<file path="src/rtl/ser_prog_pkg.sv">
package ser_prog_pkg;
  localparam int WORD_W   = 24;
  localparam int SEL_W    = 2;
  localparam int REF_W    = 14;
  localparam int REF_LSB  = 2;
  localparam int ACNT_W   = 6;
  localparam int ACNT_LSB = 2;
  localparam int BCNT_W   = 13;
  localparam int BCNT_LSB = 8;
  localparam int FUNC_W   = WORD_W - SEL_W;

  typedef enum logic [1:0] {
    SEL_REF  = 2'b00,
    SEL_NCNT = 2'b01,
    SEL_FUNC = 2'b10,
    SEL_INIT = 2'b11
  } latch_sel_e;
endpackage

</file>
<file path="src/rtl/ser_sync.sv">
module ser_sync #(
  parameter int WIDTH  = 3,
  parameter int STAGES = 2
) (
  input  logic             clk,
  input  logic             rst_n,
  input  logic [WIDTH-1:0] din,
  output logic [WIDTH-1:0] dout
);
  logic [STAGES-1:0][WIDTH-1:0] stg_q;
  logic [STAGES-1:0][WIDTH-1:0] stg_d;

  always_comb begin
    stg_d = {stg_q[STAGES-2:0], din};
  end

  always_ff @(posedge clk or negedge rst_n) begin
    if (!rst_n) stg_q <= '0;
    else        stg_q <= stg_d;
  end

  assign dout = stg_q[STAGES-1];
endmodule

</file>
<file path="src/rtl/ser_shift.sv">
module ser_shift #(
  parameter int WORD_W = 24
) (
  input  logic              clk,
  input  logic              rst_n,
  input  logic              shift_en,
  input  logic              bit_in,
  output logic [WORD_W-1:0] word
);
  logic [WORD_W-1:0] word_q;
  logic [WORD_W-1:0] word_d;

  always_comb begin
    word_d = word_q;
    if (shift_en) word_d = {word_q[WORD_W-2:0], bit_in};
  end

  always_ff @(posedge clk or negedge rst_n) begin
    if (!rst_n) word_q <= '0;
    else        word_q <= word_d;
  end

  assign word = word_q;
endmodule

</file>
<file path="src/rtl/ser_latch_bank.sv">
module ser_latch_bank
  import ser_prog_pkg::*;
#(
  parameter int WORD_W   = ser_prog_pkg::WORD_W,
  parameter int SEL_W    = ser_prog_pkg::SEL_W,
  parameter int REF_W    = ser_prog_pkg::REF_W,
  parameter int REF_LSB  = ser_prog_pkg::REF_LSB,
  parameter int ACNT_W   = ser_prog_pkg::ACNT_W,
  parameter int ACNT_LSB = ser_prog_pkg::ACNT_LSB,
  parameter int BCNT_W   = ser_prog_pkg::BCNT_W,
  parameter int BCNT_LSB = ser_prog_pkg::BCNT_LSB,
  localparam int FUNC_W  = WORD_W - SEL_W
) (
  input  logic              clk,
  input  logic              rst_n,
  input  logic              load_en,
  input  logic [WORD_W-1:0] word,
  output logic [REF_W-1:0]  ref_count,
  output logic [ACNT_W-1:0] a_count,
  output logic [BCNT_W-1:0] b_count,
  output logic [FUNC_W-1:0] func_word,
  output logic              cnt_rst
);
  logic [REF_W-1:0]  ref_q,  ref_d;
  logic [ACNT_W-1:0] a_q,    a_d;
  logic [BCNT_W-1:0] b_q,    b_d;
  logic [FUNC_W-1:0] func_q, func_d;
  logic              rst_q,  rst_d;
  latch_sel_e        sel;

  assign sel = latch_sel_e'(word[SEL_W-1:0]);

  always_comb begin
    ref_d  = ref_q;
    a_d    = a_q;
    b_d    = b_q;
    func_d = func_q;
    rst_d  = 1'b0;
    if (load_en) begin
      case (sel)
        SEL_REF:  ref_d = word[REF_LSB +: REF_W];
        SEL_NCNT: begin
          a_d = word[ACNT_LSB +: ACNT_W];
          b_d = word[BCNT_LSB +: BCNT_W];
        end
        SEL_FUNC: func_d = word[WORD_W-1:SEL_W];
        SEL_INIT: begin
          func_d = word[WORD_W-1:SEL_W];
          rst_d  = 1'b1;
        end
        default: ;
      endcase
    end
  end

  always_ff @(posedge clk or negedge rst_n) begin
    if (!rst_n) begin
      ref_q  <= '0;
      a_q    <= '0;
      b_q    <= '0;
      func_q <= '0;
      rst_q  <= 1'b0;
    end else begin
      ref_q  <= ref_d;
      a_q    <= a_d;
      b_q    <= b_d;
      func_q <= func_d;
      rst_q  <= rst_d;
    end
  end

  assign ref_count = ref_q;
  assign a_count   = a_q;
  assign b_count   = b_q;
  assign func_word = func_q;
  assign cnt_rst   = rst_q;
endmodule

</file>
<file path="src/rtl/ser_prog_port.sv">
module ser_prog_port
  import ser_prog_pkg::*;
#(
  parameter int SYNC_STAGES = 2,
  parameter int WORD_W      = ser_prog_pkg::WORD_W,
  parameter int REF_W       = ser_prog_pkg::REF_W,
  parameter int ACNT_W      = ser_prog_pkg::ACNT_W,
  parameter int BCNT_W      = ser_prog_pkg::BCNT_W,
  localparam int FUNC_W     = WORD_W - ser_prog_pkg::SEL_W
) (
  input  logic              clk,
  input  logic              rst_n,
  input  logic              ser_clk,
  input  logic              ser_data,
  input  logic              ser_load,
  output logic [REF_W-1:0]  ref_count,
  output logic [ACNT_W-1:0] a_count,
  output logic [BCNT_W-1:0] b_count,
  output logic [FUNC_W-1:0] func_word,
  output logic              cnt_rst
);
  localparam int LINE_DATA = 0;
  localparam int LINE_CLK  = 1;
  localparam int LINE_LOAD = 2;

  logic [1:0]        rst_pipe_q;
  logic              rst_n_int;
  logic [2:0]        line_lvl;
  logic [1:0]        prev_q, prev_d;
  logic              shift_stb;
  logic              load_stb;
  logic [WORD_W-1:0] word_q;

  always_ff @(posedge clk or negedge rst_n) begin
    if (!rst_n) rst_pipe_q <= 2'b00;
    else        rst_pipe_q <= {rst_pipe_q[0], 1'b1};
  end
  assign rst_n_int = rst_pipe_q[1];

  ser_sync #(.WIDTH(3), .STAGES(SYNC_STAGES)) u_sync (
    .clk   (clk),
    .rst_n (rst_n_int),
    .din   ({ser_load, ser_clk, ser_data}),
    .dout  (line_lvl)
  );

  always_comb begin
    prev_d = {line_lvl[LINE_LOAD], line_lvl[LINE_CLK]};
  end

  always_ff @(posedge clk or negedge rst_n_int) begin
    if (!rst_n_int) prev_q <= 2'b00;
    else            prev_q <= prev_d;
  end

  assign shift_stb = line_lvl[LINE_CLK]  & ~prev_q[0];
  assign load_stb  = line_lvl[LINE_LOAD] & ~prev_q[1];

  ser_shift #(.WORD_W(WORD_W)) u_shift (
    .clk      (clk),
    .rst_n    (rst_n_int),
    .shift_en (shift_stb),
    .bit_in   (line_lvl[LINE_DATA]),
    .word     (word_q)
  );

  ser_latch_bank #(
    .WORD_W (WORD_W),
    .REF_W  (REF_W),
    .ACNT_W (ACNT_W),
    .BCNT_W (BCNT_W)
  ) u_bank (
    .clk       (clk),
    .rst_n     (rst_n_int),
    .load_en   (load_stb),
    .word      (word_q),
    .ref_count (ref_count),
    .a_count   (a_count),
    .b_count   (b_count),
    .func_word (func_word),
    .cnt_rst   (cnt_rst)
  );
endmodule

</file>
<file path="config.mk">
export PLATFORM = sky130hd
export DESIGN_NAME = ser_prog_port
export DESIGN_NICKNAME = d
export VERILOG_FILES = /design/src/rtl/ser_prog_pkg.sv /design/src/rtl/ser_sync.sv /design/src/rtl/ser_shift.sv /design/src/rtl/ser_latch_bank.sv /design/src/rtl/ser_prog_port.sv
export SDC_FILE = /design/constraint.sdc
export NUM_CORES = 1
export LEC_CHECK = 0
export ABC_AREA = 1
export CORE_MARGIN = 5
export CORE_UTILIZATION = 58
export CTS_BUF_LIST = sky130_fd_sc_hd__clkbuf_8
export CTS_CLUSTER_SIZE = 12
export DETAILED_ROUTE_END_ITERATION = 10
export PLACE_DENSITY = 0.91
export SYNTH_ARGS = -nofsm -noshare
export SYNTH_HDL_FRONTEND = slang
export SYNTH_SLANG_ARGS = --single-unit
export TNS_END_PERCENT = 1
</file>
<file path="constraint.sdc">
create_clock -name clk -period 4.45 [get_ports clk]
set_input_delay 0.445 -clock clk [delete_from_list [all_inputs] [get_ports clk]]
set_output_delay 0.445 -clock clk [all_outputs]
set_load 0.01 [all_outputs]
</file>
# Yosys cells after proc, flatten, opt, wreduce, memory -nomap -nowiden
# Cells that the tools add are included.
[totals]
ff_bits = 90
out_inout_bits = 56
elab_cells = 24
[classes]
eq_ne = 3
mux = 2
n_bitwise = 4
n_reduce_logical = 5
[ops]
columns = ["op", "count"]
rows = [
  ["$reduce_and A2 Y1", 3],
  ["$eq A2 B2 Y1 const B", 2],
  ["$and A1 B1 Y1", 2],
  ["$eq A2 B1 Y1 const B", 1],
  ["$logic_not A2 Y1", 1],
  ["$mux W1", 2],
  ["$not A1 Y1", 2],
  ["$reduce_or A2 Y1", 1],
]

# Longest topological paths before layout
[logic_depth]
depth_word = 3
depth_mapped = 6
mapped_depth_nobuf = 5

# By module
# From an unflattened synthesis, not the netlist that was laid out.
[hier_totals]
hier_cells = 363
area_unflattened_um2 = 3503.4
[modules_own_cells]
columns = ["mod", "instances", "cells_each", "area_per_inst_um2"]
rows = [
  ["ser_latch_bank", 1, 246, 2249.7],
  ["ser_shift", 1, 102, 979.7],
  ["ser_sync", 1, 6, 150.1],
  ["ser_prog_port", 1, 9, 123.9],
]

# Worst setup path before layout
# No wires, ideal clock.
[synth_path]
kind = "register to register"
from = "register u_shift.word_q[1] (netlist: u_shift.word[1])"
to = "register u_bank.ref_q[10] (netlist: u_bank.ref_count[10])"
setup_ns = 0.117
arrival_time_ns = 1.006
t_required_ns = 4.333
path_slack_ns = 3.327
path_stages_with_launch = 6
path_buffers = 1
period_less_slack_ns = 1.123
cell_sequence = "dfrtp_1 > nor2_2 > nand2_1 > buf_4 > nand2_1 > nand2_1"
[synth_via]
elab_chain_len = 2
[synth_rtl]
columns = ["element", "line_no", "source"]
rows = [
  ["start, declared", "ser_shift.sv:10", "logic [WORD_W-1:0] word_q;"],
  ["start signal, assigned", "ser_shift.sv:20", "else word_q <= word_d;"],
  ["$logic_not A2 Y1", "ser_latch_bank.sv:40", "case (sel)"],
  ["$reduce_and A2 Y1 (no line)", "--", ""],
  ["end signal, assigned", "ser_latch_bank.sv:64", "ref_q <= ref_d;"],
  ["end, declared", "ser_latch_bank.sv:24", "logic [REF_W-1:0] ref_q, ref_d;"],
]
# No other way between the ends.
# A chain may end at the register's enable or synchronous reset.

# Worst setup path in the final report
[layout_path]
from = "register prev_q[1]"
to = "register u_bank.func_q[10] (netlist: u_bank.func_word[10])"
[layout_via]
elab_chain_len = 3
[layout_rtl]
columns = ["element", "line_no", "source"]
rows = [
  ["start, declared", "ser_prog_port.sv:29", "logic [1:0] prev_q, prev_d;"],
  ["start signal, assigned", "ser_prog_port.sv:53", "else prev_q <= prev_d;"],
  ["$not A1 Y1", "ser_prog_port.sv:57", "assign load_stb = line_lvl[LINE_LOAD] & ~prev_q[1];"],
  ["$and A1 B1 Y1", "ser_prog_port.sv:57", ""],
  ["$reduce_and A2 Y1 (no line)", "--", ""],
  ["end signal, assigned", "ser_latch_bank.sv:67", "func_q <= func_d;"],
  ["end, declared", "ser_latch_bank.sv:27", "logic [FUNC_W-1:0] func_q, func_d;"],
]
# No other way between the ends.

==> metrics.md <==
| Metric | Value |
|---|---|
| Vias | between 2k and 3k |
| Fraction of the yosys area taken by sequential cells | 0.667 |
| Vias in the first global route | roughly 2.7k |
| Syn Area/Cell | ~9.4 um2 |
| Maximum clock rate | about 0.48 GHz |
| Proportion of layout cells with a drive suffix above 1 | 0.0530 |
| Post-synthesis sequential element count | 90 |
| Half-perimeter wire length after detailed placement | 4580 um |
| Count of antenna diodes in the layout | 0 |
| Clock tree from TritonCTS | done |
| Cts bufs inserted | 9 |
| Top delay family on crit path | simple AND/OR/NAND/NOR gates |
| Quantity of hold-fixing buffers added after cts | 0 |
| Largest fanout of any net on the critical path | 36 |
| Unrepaired setup endpoints after global routing | no |
| Setup Total Neg Slack | 0 ps |
| Data arrival time at the worst-slack endpoint | between 2000 and 2500 ps |
| Count of boundary I/O pins | just over 60 |
| Power Density | around 540 nW/um2 |
| Largest net degree at the start of global routing | 89 |
| Final count of pins violating max slew | 0 |
| Maximum level of the CTS H-tree | 3 |
| Minimum hold slack | 239 ps |
| Measured slew at the worst slew-check pin | around 1100 ps |
| Worst Path Required | 4690 ps |
| Starting utilization of the core area | 0.606 |
| Height of the die | about 86 um |
| Outcome | completed |
| Number of buffers added for setup after CTS | 0 |
| Max stage delay on crit path | 670 ps |
| Final Cycle Share | 0.468 |
| Worst Path Buf+Inv | 0 |
| Die Wd | 86.3 um |
| Cell seen most often among critical-path stages | sky130_fd_sc_hd__nand2_1 |
| Post-Place Cell Area | roughly 4000 um2 |
| Skew-Pair Late Insertion Delay | 350 ps |
| Cell Count, Final, Fillers Out | slightly below 500 |
| Overflow after GRT | 0 |
| DRC Markers | 0 |
| Post-synthesis cell count | around 360 |
| Overall die area | 7450 um2 |
| Layout Skew | around 13 ps |
| # resized after CTS | 0 |
| Post-DRT Antenna Nets | 0 |
| Class of the most critical hold timing path | primary input to async pin |
| Leakage power summed over all cells | approximately 2.2 nW |
| Area added between synthesis and finish | 24.2% |
| Area of all placed cells without fillers | between 4000 and 5000 um2 |
| Number of warning messages in the yosys log | 0 |
| Ordered list of cells on the worst path | nor2_4 -> nand2_1 -> nand2_1 -> nand2_1 |
| Global-route wire length before repair | 12,600 um |
| Post-synthesis instance area | approximately 3400 um2 |
| Weighted congestion at the end of routability-driven global placement | 0.762 |
| Post-placement cell count | ~470 |
| Relative slew slack | 0.298 |
| Setup violators final | 0 |
| Worst-case clock buffer depth | 2 |
| Number of max-cap violations | 0 |
| Worst setup path category | flop to flop |
| Startpoint type of the worst setup path | flop |
| Cell at the slowest stage of the critical path | sky130_fd_sc_hd__nand2_1 |
| Final worst-path setup slack | between 2000 and 2500 ps |
| Clock tree root driver cell | sky130_fd_sc_hd__clkbuf_8 |
| Crit. End Element | flop |
| Detailed router's first-iteration violation count | 326 |
| Time the worst path needs with I/O delays and setup | 2080 ps |
| Sink count of the clock tree | 90 |
| Antenna violations before repair | 0 |
| All-layer global routing usage | 0.217 |
| Number of library cell types mapped by synthesis | 16 |
| Detailed-routing iteration count for the pre-antenna-repair pass | 4 |
| Total number of placement rows | 27 |
| Clock-pin transition on the worst setup and hold timing paths | 80 ps |
| Number of nets in the synthesized netlist | 363 |
| Wire length per cell | between 15 and 20 um |
| Detail-routed via count per cell | ~5.5 |
| Post-layout nets | 415 |
| Place WS | approximately 2400 ps |
| Number of endpoints with negative hold slack in the final report | 0 |
| Post-Route WL | approximately 7400 um |
| VDD IR max | between 0.3 and 0.4 mV |
| Number of buffers added on ports | 60 |
| Area of the core | between 5000 and 6000 um2 |
-- kinds of logic (layout without fill, tap and decap cells) --
| kind of cell | count (synthesis) | count (layout) | share of synthesized area |
|---|---|---|---|
| other cells | 1 | 1 | 0.00111 |
| flops | 90 | 90 | 0.667 |
| simple gates | 237 | 237 | 0.288 |
| buf+inv | 25 | 82 | 0.0367 |
| compound gates | 5 | 5 | 0.00741 |
-- where the power goes --
group | switching [W] | internal (W) | total, W
Combinational | 0.000241 | 0.000280 | 0.000521
Clock | 0.000261 | 0.000341 | 0.000602
Sequential | 0.000153 | 0.000988 | 0.00114
-- layout by cell type, fill, tap and decap left out, drive strengths merged --
cell / instances
a21oi: 2
nand2: 178
clkbuf: 11
clkdlybuf4s50: 60
nor2: 7
bufinv: 2
conb: 1
inv: 9
nand3: 52
o21ai: 3
dfrtp: 90
-- per-layer routing --
metal	vias to the layer above	routed length [um]	track usage
li1	1227	-	-
met1	1317	3090	0.297
met2	105	3660	0.338
met3	13	458	0.0551
met4	0	155	0.0779
met5	-	0	0
-- worst register-to-register path: cells and delay by family (launching register included) --
kind / cells / cell delay (ps)
and+or+nand+nor: 4 / 1570
DFF: 1 / 410
-- Yosys cell counts, drive strengths merged --
| cell | number | area [um2] |
|---|---|---|
| inv | 6 | 22.5 |
| nand2 | 178 | 671 |
| o21ai | 3 | 15.0 |
| nand3 | 52 | 260 |
| dfrtp | 90 | 2250 |
| nor2 | 7 | 41.3 |
| a21oi | 2 | 10.0 |
| clkbuf | 1 | 3.75 |
| conb | 1 | 3.75 |
| buf | 18 | 97.6 |
-- area by class of cell --
class / count / area [um2]
inverter: 6 / 22.5
clock inverter: 5 / 71.3
timing repair buffer: 60 / 601
sequential: 90 / 2260
clock buffer: 11 / 151
fill: 374 / 1380
tap: 72 / 90.1
multi-input combinational: 243 / 1000
-- path summary, 6_finish.rpt --
| path | slack [ps] | startpoint | cells past startpoint | end |
|---|---|---|---|---|
| min reg2reg | 360 | u_sync.stg_d[3] | 0 | u_sync.dout[0] |
| max reg2reg | 2370 | prev_q[1] | 4 | u_bank.func_word[10] |
| min in group clk | 360 | u_sync.stg_d[3] | 0 | u_sync.dout[0] |
| max | 2370 | prev_q[1] | 4 | u_bank.func_word[10] |
| max in group asynchronous | 3250 | rst_pipe_q[1] | 0 | u_bank.func_word[18] |
| min | 240 | rst_n | 1 | rst_pipe_q[1] |
-- state kept, by name (all words and copies together), names as in the netlist --
name and flops:
prev_q 2, u_bank.a_count 6, u_bank.func_word 22, u_bank.b_count 13, rst_pipe_q 2, u_bank.ref_count 14, u_shift.word 24, u_sync.dout 3
u_bank.cnt_rst 1, u_sync.stg_d 3
-- through the flow --
stage               utilization  total power [W]
global placement          0.712          0.00164
detailed placement        0.712          0.00167
global route              0.752          0.00238
CTS                       0.752          0.00228
floorplan                     -          0.00135
finish                    0.752          0.00226
Note: power is estimated with default switching activity, not from simulation.
